### src/rtl/fifoPkg.sv
package fifoPkg;
  // strobes from the control section to the storage section
  typedef struct packed {
    logic clr;
    logic wrEn;
    logic rdEn;
  } fifoStrobe_t;
endpackage

### src/rtl/fifoCtrl.sv
module fifoCtrl
  import fifoPkg::*;
#(
  parameter int DEPTH         = 64,
  parameter int HALF_W        = 8,
  parameter int DEF_EMPTY_OFF = 7,
  parameter int DEF_FULL_OFF  = 7
) (
  input  logic              clk,
  input  logic              rstN,
  input  logic              wen1N,
  input  logic              wen2LdN,
  input  logic              ren1N,
  input  logic              ren2N,
  input  logic [HALF_W-1:0] ldData,
  output fifoStrobe_t       strobe,
  output logic              efN,
  output logic              ffN,
  output logic              paeN,
  output logic              pafN
);
  localparam int CNT_W = $clog2(DEPTH + 1);
  localparam int OFF_W = 2 * HALF_W;
  localparam int CMP_W = ((OFF_W > CNT_W) ? OFF_W : CNT_W) + 1;

  logic             modeDual;
  logic [CNT_W-1:0] count;
  logic [OFF_W-1:0] emptyOff;
  logic [OFF_W-1:0] fullOff;
  logic [1:0]       loadIdx;
  logic             wrReq, rdReq, ldReq, wrAcc, rdAcc, isEmpty, isFull;
  logic [CMP_W-1:0] freeSlots;

  always_comb begin
    isEmpty = (count == '0);
    isFull  = (count == CNT_W'(DEPTH));
    wrReq   = !wen1N && wen2LdN;
    rdReq   = !ren1N && !ren2N;
    ldReq   = !modeDual && !wen1N && !wen2LdN;
    wrAcc   = rstN && wrReq && !isFull;
    rdAcc   = rstN && rdReq && !isEmpty;
    strobe  = '{clr: !rstN, wrEn: wrAcc, rdEn: rdAcc};
  end

  // mode is sampled on every edge of the reset window
  always_ff @(posedge clk) begin
    if (!rstN) modeDual <= wen2LdN;
  end

  always_ff @(posedge clk) begin
    if (!rstN) begin
      count <= '0;
    end else begin
      unique case ({wrAcc, rdAcc})
        2'b10:   count <= count + 1'b1;
        2'b01:   count <= count - 1'b1;
        default: count <= count;
      endcase
    end
  end

  // threshold halves are written in a fixed rotating order
  always_ff @(posedge clk) begin
    if (!rstN) begin
      emptyOff <= OFF_W'(DEF_EMPTY_OFF);
      fullOff  <= OFF_W'(DEF_FULL_OFF);
      loadIdx  <= '0;
    end else if (ldReq) begin
      unique case (loadIdx)
        2'd0: emptyOff[HALF_W-1:0]     <= ldData;
        2'd1: emptyOff[OFF_W-1:HALF_W] <= ldData;
        2'd2: fullOff[HALF_W-1:0]      <= ldData;
        default: fullOff[OFF_W-1:HALF_W] <= ldData;
      endcase
      loadIdx <= loadIdx + 1'b1;
    end
  end

  always_comb begin
    freeSlots = CMP_W'(DEPTH) - CMP_W'(count);
    if (!rstN) begin
      efN  = 1'b0;
      ffN  = 1'b1;
      paeN = 1'b0;
      pafN = 1'b1;
    end else begin
      efN  = !isEmpty;
      ffN  = !isFull;
      paeN = !(CMP_W'(count) <= CMP_W'(emptyOff));
      pafN = !(freeSlots <= CMP_W'(fullOff));
    end
  end
endmodule

### src/rtl/fifoDatapath.sv
module fifoDatapath
  import fifoPkg::*;
#(
  parameter int DEPTH  = 64,
  parameter int DATA_W = 9
) (
  input  logic              clk,
  input  fifoStrobe_t       strobe,
  input  logic [DATA_W-1:0] wrData,
  input  logic              oeN,
  output logic [DATA_W-1:0] dataOut,
  output logic              dataOutEn,
  output logic [DATA_W-1:0] outReg
);
  localparam int ADDR_W = (DEPTH > 1) ? $clog2(DEPTH) : 1;
  localparam logic [ADDR_W-1:0] LAST = ADDR_W'(DEPTH - 1);

  logic [DATA_W-1:0] mem [DEPTH];
  logic [ADDR_W-1:0] wrPtr, rdPtr;

  function automatic logic [ADDR_W-1:0] nextPtr(input logic [ADDR_W-1:0] p);
    return (p == LAST) ? '0 : p + 1'b1;
  endfunction

  always_ff @(posedge clk) begin
    if (strobe.wrEn) mem[wrPtr] <= wrData;
  end

  always_ff @(posedge clk) begin
    if (strobe.clr) begin
      wrPtr  <= '0;
      rdPtr  <= '0;
      outReg <= '0;
    end else begin
      if (strobe.wrEn) wrPtr <= nextPtr(wrPtr);
      if (strobe.rdEn) begin
        rdPtr  <= nextPtr(rdPtr);
        outReg <= mem[rdPtr];
      end
    end
  end

  always_comb begin
    dataOutEn = !oeN;
    dataOut   = oeN ? '0 : outReg;
  end
endmodule

### src/rtl/fifoTop.sv
module fifoTop
  import fifoPkg::*;
#(
  parameter int DEPTH         = 64,
  parameter int DATA_W        = 9,
  parameter int HALF_W        = 8,
  parameter int DEF_EMPTY_OFF = 7,
  parameter int DEF_FULL_OFF  = 7
) (
  input  logic              clk,
  input  logic              rstN,
  input  logic [DATA_W-1:0] wrData,
  input  logic              wen1N,
  input  logic              wen2LdN,
  input  logic              ren1N,
  input  logic              ren2N,
  input  logic              oeN,
  output logic [DATA_W-1:0] dataOut,
  output logic              dataOutEn,
  output logic              efN,
  output logic              ffN,
  output logic              paeN,
  output logic              pafN
);
  fifoStrobe_t       strobe;
  logic [DATA_W-1:0] outReg;

  fifoCtrl #(
    .DEPTH(DEPTH), .HALF_W(HALF_W),
    .DEF_EMPTY_OFF(DEF_EMPTY_OFF), .DEF_FULL_OFF(DEF_FULL_OFF)
  ) uCtrl (
    .clk(clk), .rstN(rstN), .wen1N(wen1N), .wen2LdN(wen2LdN),
    .ren1N(ren1N), .ren2N(ren2N), .ldData(wrData[HALF_W-1:0]),
    .strobe(strobe), .efN(efN), .ffN(ffN), .paeN(paeN), .pafN(pafN)
  );

  fifoDatapath #(.DEPTH(DEPTH), .DATA_W(DATA_W)) uData (
    .clk(clk), .strobe(strobe), .wrData(wrData), .oeN(oeN),
    .dataOut(dataOut), .dataOutEn(dataOutEn), .outReg(outReg)
  );
endmodule

### config.mk
export PLATFORM = sky130hd
export DESIGN_NAME = fifoTop
export DESIGN_NICKNAME = d
export VERILOG_FILES = /design/src/rtl/fifoPkg.sv /design/src/rtl/fifoCtrl.sv /design/src/rtl/fifoDatapath.sv /design/src/rtl/fifoTop.sv
export SDC_FILE = /design/constraint.sdc
export NUM_CORES = 1
export LEC_CHECK = 0
export BUFFER_PORTS_ARGS = -buffer_cell sky130_fd_sc_hd__buf_4
export CORE_ASPECT_RATIO = 2
export CORE_MARGIN = 4
export CORE_UTILIZATION = 68
export DETAILED_ROUTE_END_ITERATION = 8
export GPL_TIMING_DRIVEN = 0
export PLACE_DENSITY = 0.95
export SETUP_SLACK_MARGIN = 0.5
export SYNTH_ARGS = -nofsm -noshare
export SYNTH_HDL_FRONTEND = slang
export SYNTH_SLANG_ARGS = --single-unit
export TNS_END_PERCENT = 50
### constraint.sdc
create_clock -name clk -period 10.9 [get_ports clk]
set_input_delay 0.545 -clock clk [delete_from_list [all_inputs] [get_ports clk]]
set_output_delay 0.545 -clock clk [all_outputs]
set_load 0.03 [all_outputs]
==> run summary, run 1 <==
std cell rows -> 100
routability cong. -> 0.975
Design Power -> 4.64 mW
number of distinct library cells after synthesis -> 59
final-layout fill cell count -> 1844
Hold Buf Count CTS -> 0
YS warnings -> 0
Final period util -> 0.431
die height -> 283 µm
number of detailed-route iterations in the first pass -> 8
Final Critical Period -> 4690 ps
Worst Hold Class -> in -> reg
Setup TNS -> 0 ps
switching share of power -> 0.206
clock sinks -> 639
Multi-input gate area -> 6720 µm²
clock skew -> 24.2 ps
Slew headroom -> 0.142
most frequent cells in the layout -> 577 x edfxtp_1, 135 x mux4_2, 114 x nand2_1
H-tree depth -> 2
routed len/inst -> 36.6 µm
via count -> 15300
sequential share of the synthesized area -> 0.720
Finished Cell Area -> 28100 µm²
Seq pwr share -> 0.577
placed inst area -> 26600 µm²
Avg Vias per Cell -> 7.49
clock latency on the worst-skew pair -> 600 ps
# DRC -> 0
Peak Freq -> 0.213 GHz
share of cells above drive strength 1 -> 0.178
Worst Path Required -> 10360 ps
critical path capture point type -> output pin
Async SR Flop Fraction -> 0
flip-flop and latch area -> 18600 µm²
Post-Route WL -> 74900 µm
CTS tree -> done
RSZ-0062 raised after global routing -> no
Primary FF master, synth -> edfxtp_1
starting density of the core -> 0.689
DP Wirelength -> 46800 µm
IR drop worst, VDD -> 105 µV
number of synthesized flops with an enable pin -> 577
combinational power share -> 0.030
Top Ports -> 30
post-CTS sizing -> 0
# setup viols final -> 0
pin count of the biggest net entering global routing -> 69
Int Power -> 3.68 mW
pwr dens -> 165 nW/µm²
DIE WIDTH -> 146 µm
Post-Syn Area -> 25800 µm²
die area -> 41300 µm²
Critical Path AT -> 4150 ps
outcome -> finished, final reports clean
global-route wire length before repair -> 108000 µm
critical path class -> reg -> out
fin nets -> 1608
CP dominant cell by count -> nor3_1
Leakage -> 8.68 nW
Critical Path Fanout Max -> 9
Slew @ Worst Pin -> 1290 ps
sw power -> 954 µW
cells after synthesis -> 1475
post-route ant nets -> 0
CP peak stage delay -> 550 ps
Clk pin slew, worst setup/hold paths -> 70 ps
Max clock buf depth -> 3
Clk pwr share -> 0.393
initial antenna violation count -> 2
Core Region -> 37400 µm²
Mean Syn Cell Area -> 17.5 µm²
GR Overflow Total -> 0
Max Cap Viol -> 0
max-slew violations -> 0
PortBufs -> 28
fin util -> 0.752
synthesis-to-layout area growth -> 9.12%
Inserted Clock Buffers -> 49
most common cell after layout, fill and taps aside -> edfxtp_1
Worst Setup Start Kind -> register
critical-path cell list -> nor3_1, nand2b_1, o31ai_1, inv_1, ha_1, and4_1, nand2_1, nor3_1, nand4b_1, o21ai_0, o311ai_0, buf_4
Iter 0 DRT Violations -> 2821
Final Hold Violating Endpoints -> 0
total track usage -> 0.368
Yosys reg bits -> 639
Post-Syn Nets -> 1529
vias in the first global route -> 15800
CP max-delay cell -> o31ai_1
Post-CTS Setup Bufs -> 0
clock root cell -> clkbuf_16
-- worst max-delay path: cells and delay by family (launching register included) --
kind                       cells  cell delay (ps)
and+or+nand+nor                6              930
AOI/OAI and AO/OA              3             1190
adders and majority gates      1              400
buffers and inverters          2              640
DFF                            1              410
-- state kept, by name, summed over array words and instances (netlist names) --
signal / flops
uData.rdPtr: 6
uCtrl.count: 7
uCtrl.modeDual: 1
uData.mem: 576
uCtrl.emptyOff: 16
uData.wrPtr: 6
uCtrl.loadIdx: 2
uData.outReg: 9
uCtrl.fullOff: 16
-- worst paths after layout --
check	from	to	slack, ps	depth (start not counted)
worst min-delay path	wen2LdN	uCtrl.modeDual	160	1
worst min register to register	uCtrl.fullOff[14]	uCtrl.fullOff[14]	460	2
worst max-delay path	uCtrl.count[2]	pafN	6210	12
worst max register to register	uCtrl.count[0]	uCtrl.count[6]	6570	15
-- power by group through the flow --
stage / sequential [mW] / combinational [mW] / clock [mW]
after global placement: 2.73 / 0.127 / 0
final: 2.67 / 0.141 / 1.82
after detailed placement: 2.73 / 0.133 / 0
after global routing: 2.67 / 0.148 / 1.91
after CTS: 2.67 / 0.135 / 1.80
after floorplan: 2.73 / 0.0623 / 0
-- Yosys cell counts (6+ instances only) --
master    number  share of area
edfxtp_1     577           0.67
mux4_2       135           0.12
nand2_1      114          0.017
nor2_1       109          0.016
dfxtp_1       62          0.048
mux2i_1       55          0.021
a21oi_1       48         0.0093
ha_1          37          0.018
inv_1         37         0.0054
nor2b_1       27         0.0065
clkbuf_1      26         0.0038
nand3_1       25         0.0049
buf_2         22         0.0043
o21ai_0       18         0.0035
o22ai_1       16         0.0039
nand4_1       14         0.0034
a22oi_1       12         0.0035
buf_4         11         0.0032
xnor2_1       10         0.0034
a211oi_1       9         0.0026
nor3_1         9         0.0017
buf_1          7         0.0010
o221ai_1       7         0.0024
xor2_1         7         0.0024
and2_1         6         0.0015
o211ai_1       6         0.0017
-- layer usage --
metal	track usage	part of all wire	up-vias
met3	0.101	0.12	446
met4	0.306	0.11	0
met2	0.596	0.49	1518
li1	-	-	5946
met5	0	0	-
met1	0.403	0.28	7435
-- through the flow --
step / setup WS, ps / cells / hold slack [ps]
2_1_floorplan: 7120 / 1475 / 431
3_3_place_gp: 6920 / 1962 / 442
3_5_place_dp: 6750 / 1962 / 449
4_1_cts: 6280 / 2047 / 163
5_1_grt: 6080 / 2047 / 159
6_report: 6210 / 2048 / 164
-- cells by family after synthesis --
| logic type | count (synthesis) | synth area share |
|---|---|---|
| multiplexers | 191 | 0.140 |
| AND/OR/NAND/NOR | 333 | 0.0584 |
| flip-flops | 639 | 0.720 |
| buffers and inverters | 108 | 0.0196 |
| XOR/XNOR | 17 | 0.00577 |
| AO/OA/AOI/OAI | 149 | 0.0379 |
| adder cells (fa/ha/maj) | 38 | 0.0187 |
-- cell type report --
cell class,count,area share
Antenna cell,1,0.0000889
Multi-Input combinational cell,728,0.239
Clock inverter,28,0.0108
Sequential cell,639,0.660
Clock buffer,57,0.0446
Tap cell,459,0.0204
Inverter,38,0.00507
Timing Repair Buffer,28,0.00747
Buffer,70,0.0128
No activity file was read; power rests on OpenSTA's default activity.
==> run 2, diff against run 1 <==
CORE_UTILIZATION = 63   (was 68)
PLACE_DENSITY = 0.92   (was 0.95)
clock period = 4.8 ns   (was 10.9 ns; I/O delays follow)
==> run 2 against run 1 <==
- clock skew shrank 1.1 ps
- clock power grew 140%
- sequential share of layout area shrank 0.54 points
- critical endpoint is now uData.outReg[3]
- largest cell class unchanged
==> run summary, run 2 (synthesized netlist as in run 1, its figures left out) <==
Core Region -> 40300 µm² (+7.8%)
Seq pwr share -> 0.567 (-0.010)
Final Hold Violating Endpoints -> 0 (unchanged)
Biggest register -> uData.mem
R2R cell count -> 8 (-7)
Int Power -> 8.50 mW (+130%)
Clk pwr share -> 0.403 (+0.010)
Top Ports -> 30 (unchanged)
clock skew -> 23.1 ps (-1.12 ps)
Setup TNS -> 0 ps (unchanged)
RSZ-0062 raised after global routing -> yes
placed inst area -> 26700 µm² (+0.33%)
vias in the first global route -> 15700 (-0.20%)
clock sinks -> 639 (unchanged)
Critical Path Fanout Max -> 10 (+1)
Critical Path AT -> 4770 ps (+620 ps)
IR drop worst, VDD -> 245 µV (+130%)
CTS tree -> done
Largest regs -> uData.mem x576, uCtrl.emptyOff x16, uCtrl.fullOff x16
Worst Path Required -> 5280 ps (-5080 ps)
outcome -> finished, final reports clean
combinational power share -> 0.030 (about the same)
starting density of the core -> 0.639 (-0.0500)
die area -> 44400 µm² (+7.6%)
pwr dens -> 378 nW/µm² (+130%)
die height -> 294 µm (+3.8%)
Slew @ Worst Pin -> 1450 ps (+162 ps)
Post-Route WL -> 76200 µm (+1.8%)
Slew headroom -> 0.0279 (-0.114)
Peak Freq -> 0.233 GHz
Avg Vias per Cell -> 7.28 (-2.9%)
clock root cell -> clkbuf_16
critical path capture point type -> register
Inserted Clock Buffers -> 50 (+2.0%)
number of detailed-route iterations in the first pass -> 7 (-1)
Largest register FFs -> 576 (unchanged)
Worst Hold Class -> in -> reg
synthesis-to-layout area growth -> 10.0%
fin nets -> 1611 (+0.19%)
Post-CTS Setup Bufs -> 0 (unchanged)
share of cells above drive strength 1 -> 0.181 (+0.00264)
# setup viols final -> 0 (unchanged)
DIE WIDTH -> 151 µm (+3.7%)
routability cong. -> 1.02 (+4.4%)
initial antenna violation count -> 5 (+3)
GR Overflow Total -> 0 (unchanged)
global-route wire length before repair -> 109000 µm (+0.84%)
clock latency on the worst-skew pair -> 600 ps (about the same)
most common cell after layout, fill and taps aside -> edfxtp_1
PortBufs -> 28 (unchanged)
H-tree depth -> 2 (unchanged)
critical path class -> reg -> reg
Leakage -> 8.73 nW (+0.64%)
Max clock buf depth -> 3 (unchanged)
Max Cap Viol -> 0 (unchanged)
routed len/inst -> 35.7 µm (-2.2%)
std cell rows -> 104 (+4.0%)
total track usage -> 0.352 (-0.0162)
switching share of power -> 0.207 (+0.000808)
most frequent cells in the layout -> 577 x edfxtp_1, 135 x mux4_2, 114 x nand2_1
Clk pin slew, worst setup/hold paths -> 80 ps (about the same)
Final Critical Period -> 4300 ps
pin count of the biggest net entering global routing -> 69 (unchanged)
DP Wirelength -> 47000 µm (+0.29%)
via count -> 15500 (+1.0%)
Final period util -> 0.895
sw power -> 2.21 mW (+130%)
Finished Cell Area -> 28400 µm² (+0.82%)
Iter 0 DRT Violations -> 2319 (-18%)
max-slew violations -> 0 (unchanged)
# DRC -> 0 (unchanged)
worst hold path stage count -> 4 (+3)
Worst Setup Start Kind -> register
post-route ant nets -> 0 (unchanged)
run 2: cell types whose count changed in the layout (fill, tap and decap cells not counted), sizes merged:
cell / delta
dlygate4sd3: +1
bufinv: +1
clkinvlp: +1
diode: +2
clkbuf: +4
inv: +3
run 2: power by group through the flow:
stage	Combinational, mW	Clock (mW)	Sequential (mW)
floorplan	0.141	0	6.20
global placement	0.286	0	6.20
detailed placement	0.303	0	6.20
CTS	0.306	4.29	6.07
global route	0.332	4.55	6.07
finish	0.318	4.32	6.07
run 2: through the flow:
step           utilization  power (mW)  std cells  worst slack (ps)  hold WS (ps)
2_1_floorplan            -        6.34       1475              1320           339
3_3_place_gp         0.661        6.48       2033               673           438
3_5_place_dp         0.661        6.50       2033               597           440
4_1_cts              0.703        10.7       2127               573          61.3
5_1_grt              0.703        11.0       2129               426          78.4
6_report             0.703        10.7       2131               503          67.5
run 2: final cells by class:
type	instances	area, µm²
Antenna cell	3	7.51
Buffer	70	362
Clock buffer	60	1310
Clock inverter	33	357
Fill cell	2307	12000
Inverter	38	143
Multi-Input combinational cell	728	6730
Sequential cell	639	18600
Tap cell	530	663
Timing Repair Buffer	30	228
run 2: worst paths after layout:
path | start | end | slack, ps
max | uData.rdPtr[2] | uData.outReg[3] | 500
min | wen1N | uData.wrPtr[0] | 70
max reg2reg | uData.rdPtr[2] | uData.outReg[3] | 500
min reg2reg | uCtrl.emptyOff[3] | uCtrl.emptyOff[3] | 460
run 2: critical path, cell delays in order, from the launching register on:
cell and delay (ps):
dfxtp_1 310, clkbuf_1 500, buf_2 510, buf_1 670, nor2_1 480, a211oi_1 1240
o21ai_0 230, nand2_1 150, a21oi_1 70
run 2: per-layer routing:
metal / GRT usage / wire (µm) / share of wire / vias to the layer above
met2: 0.561 / 37400 / 0.49 / 1431
met3: 0.108 / 8210 / 0.11 / 473
met5: 0.00909 / 81 / 0.0011 / -
met1: 0.381 / 22100 / 0.29 / 7613
met4: 0.291 / 8340 / 0.11 / 6
li1: - / - / - / 5982
run 2: what timing repair did:
item,CTS,global route
setup endpoints to repair,0,12
hold buffers,1,0
hold endpoints to repair,1,0
resized for setup,0,2
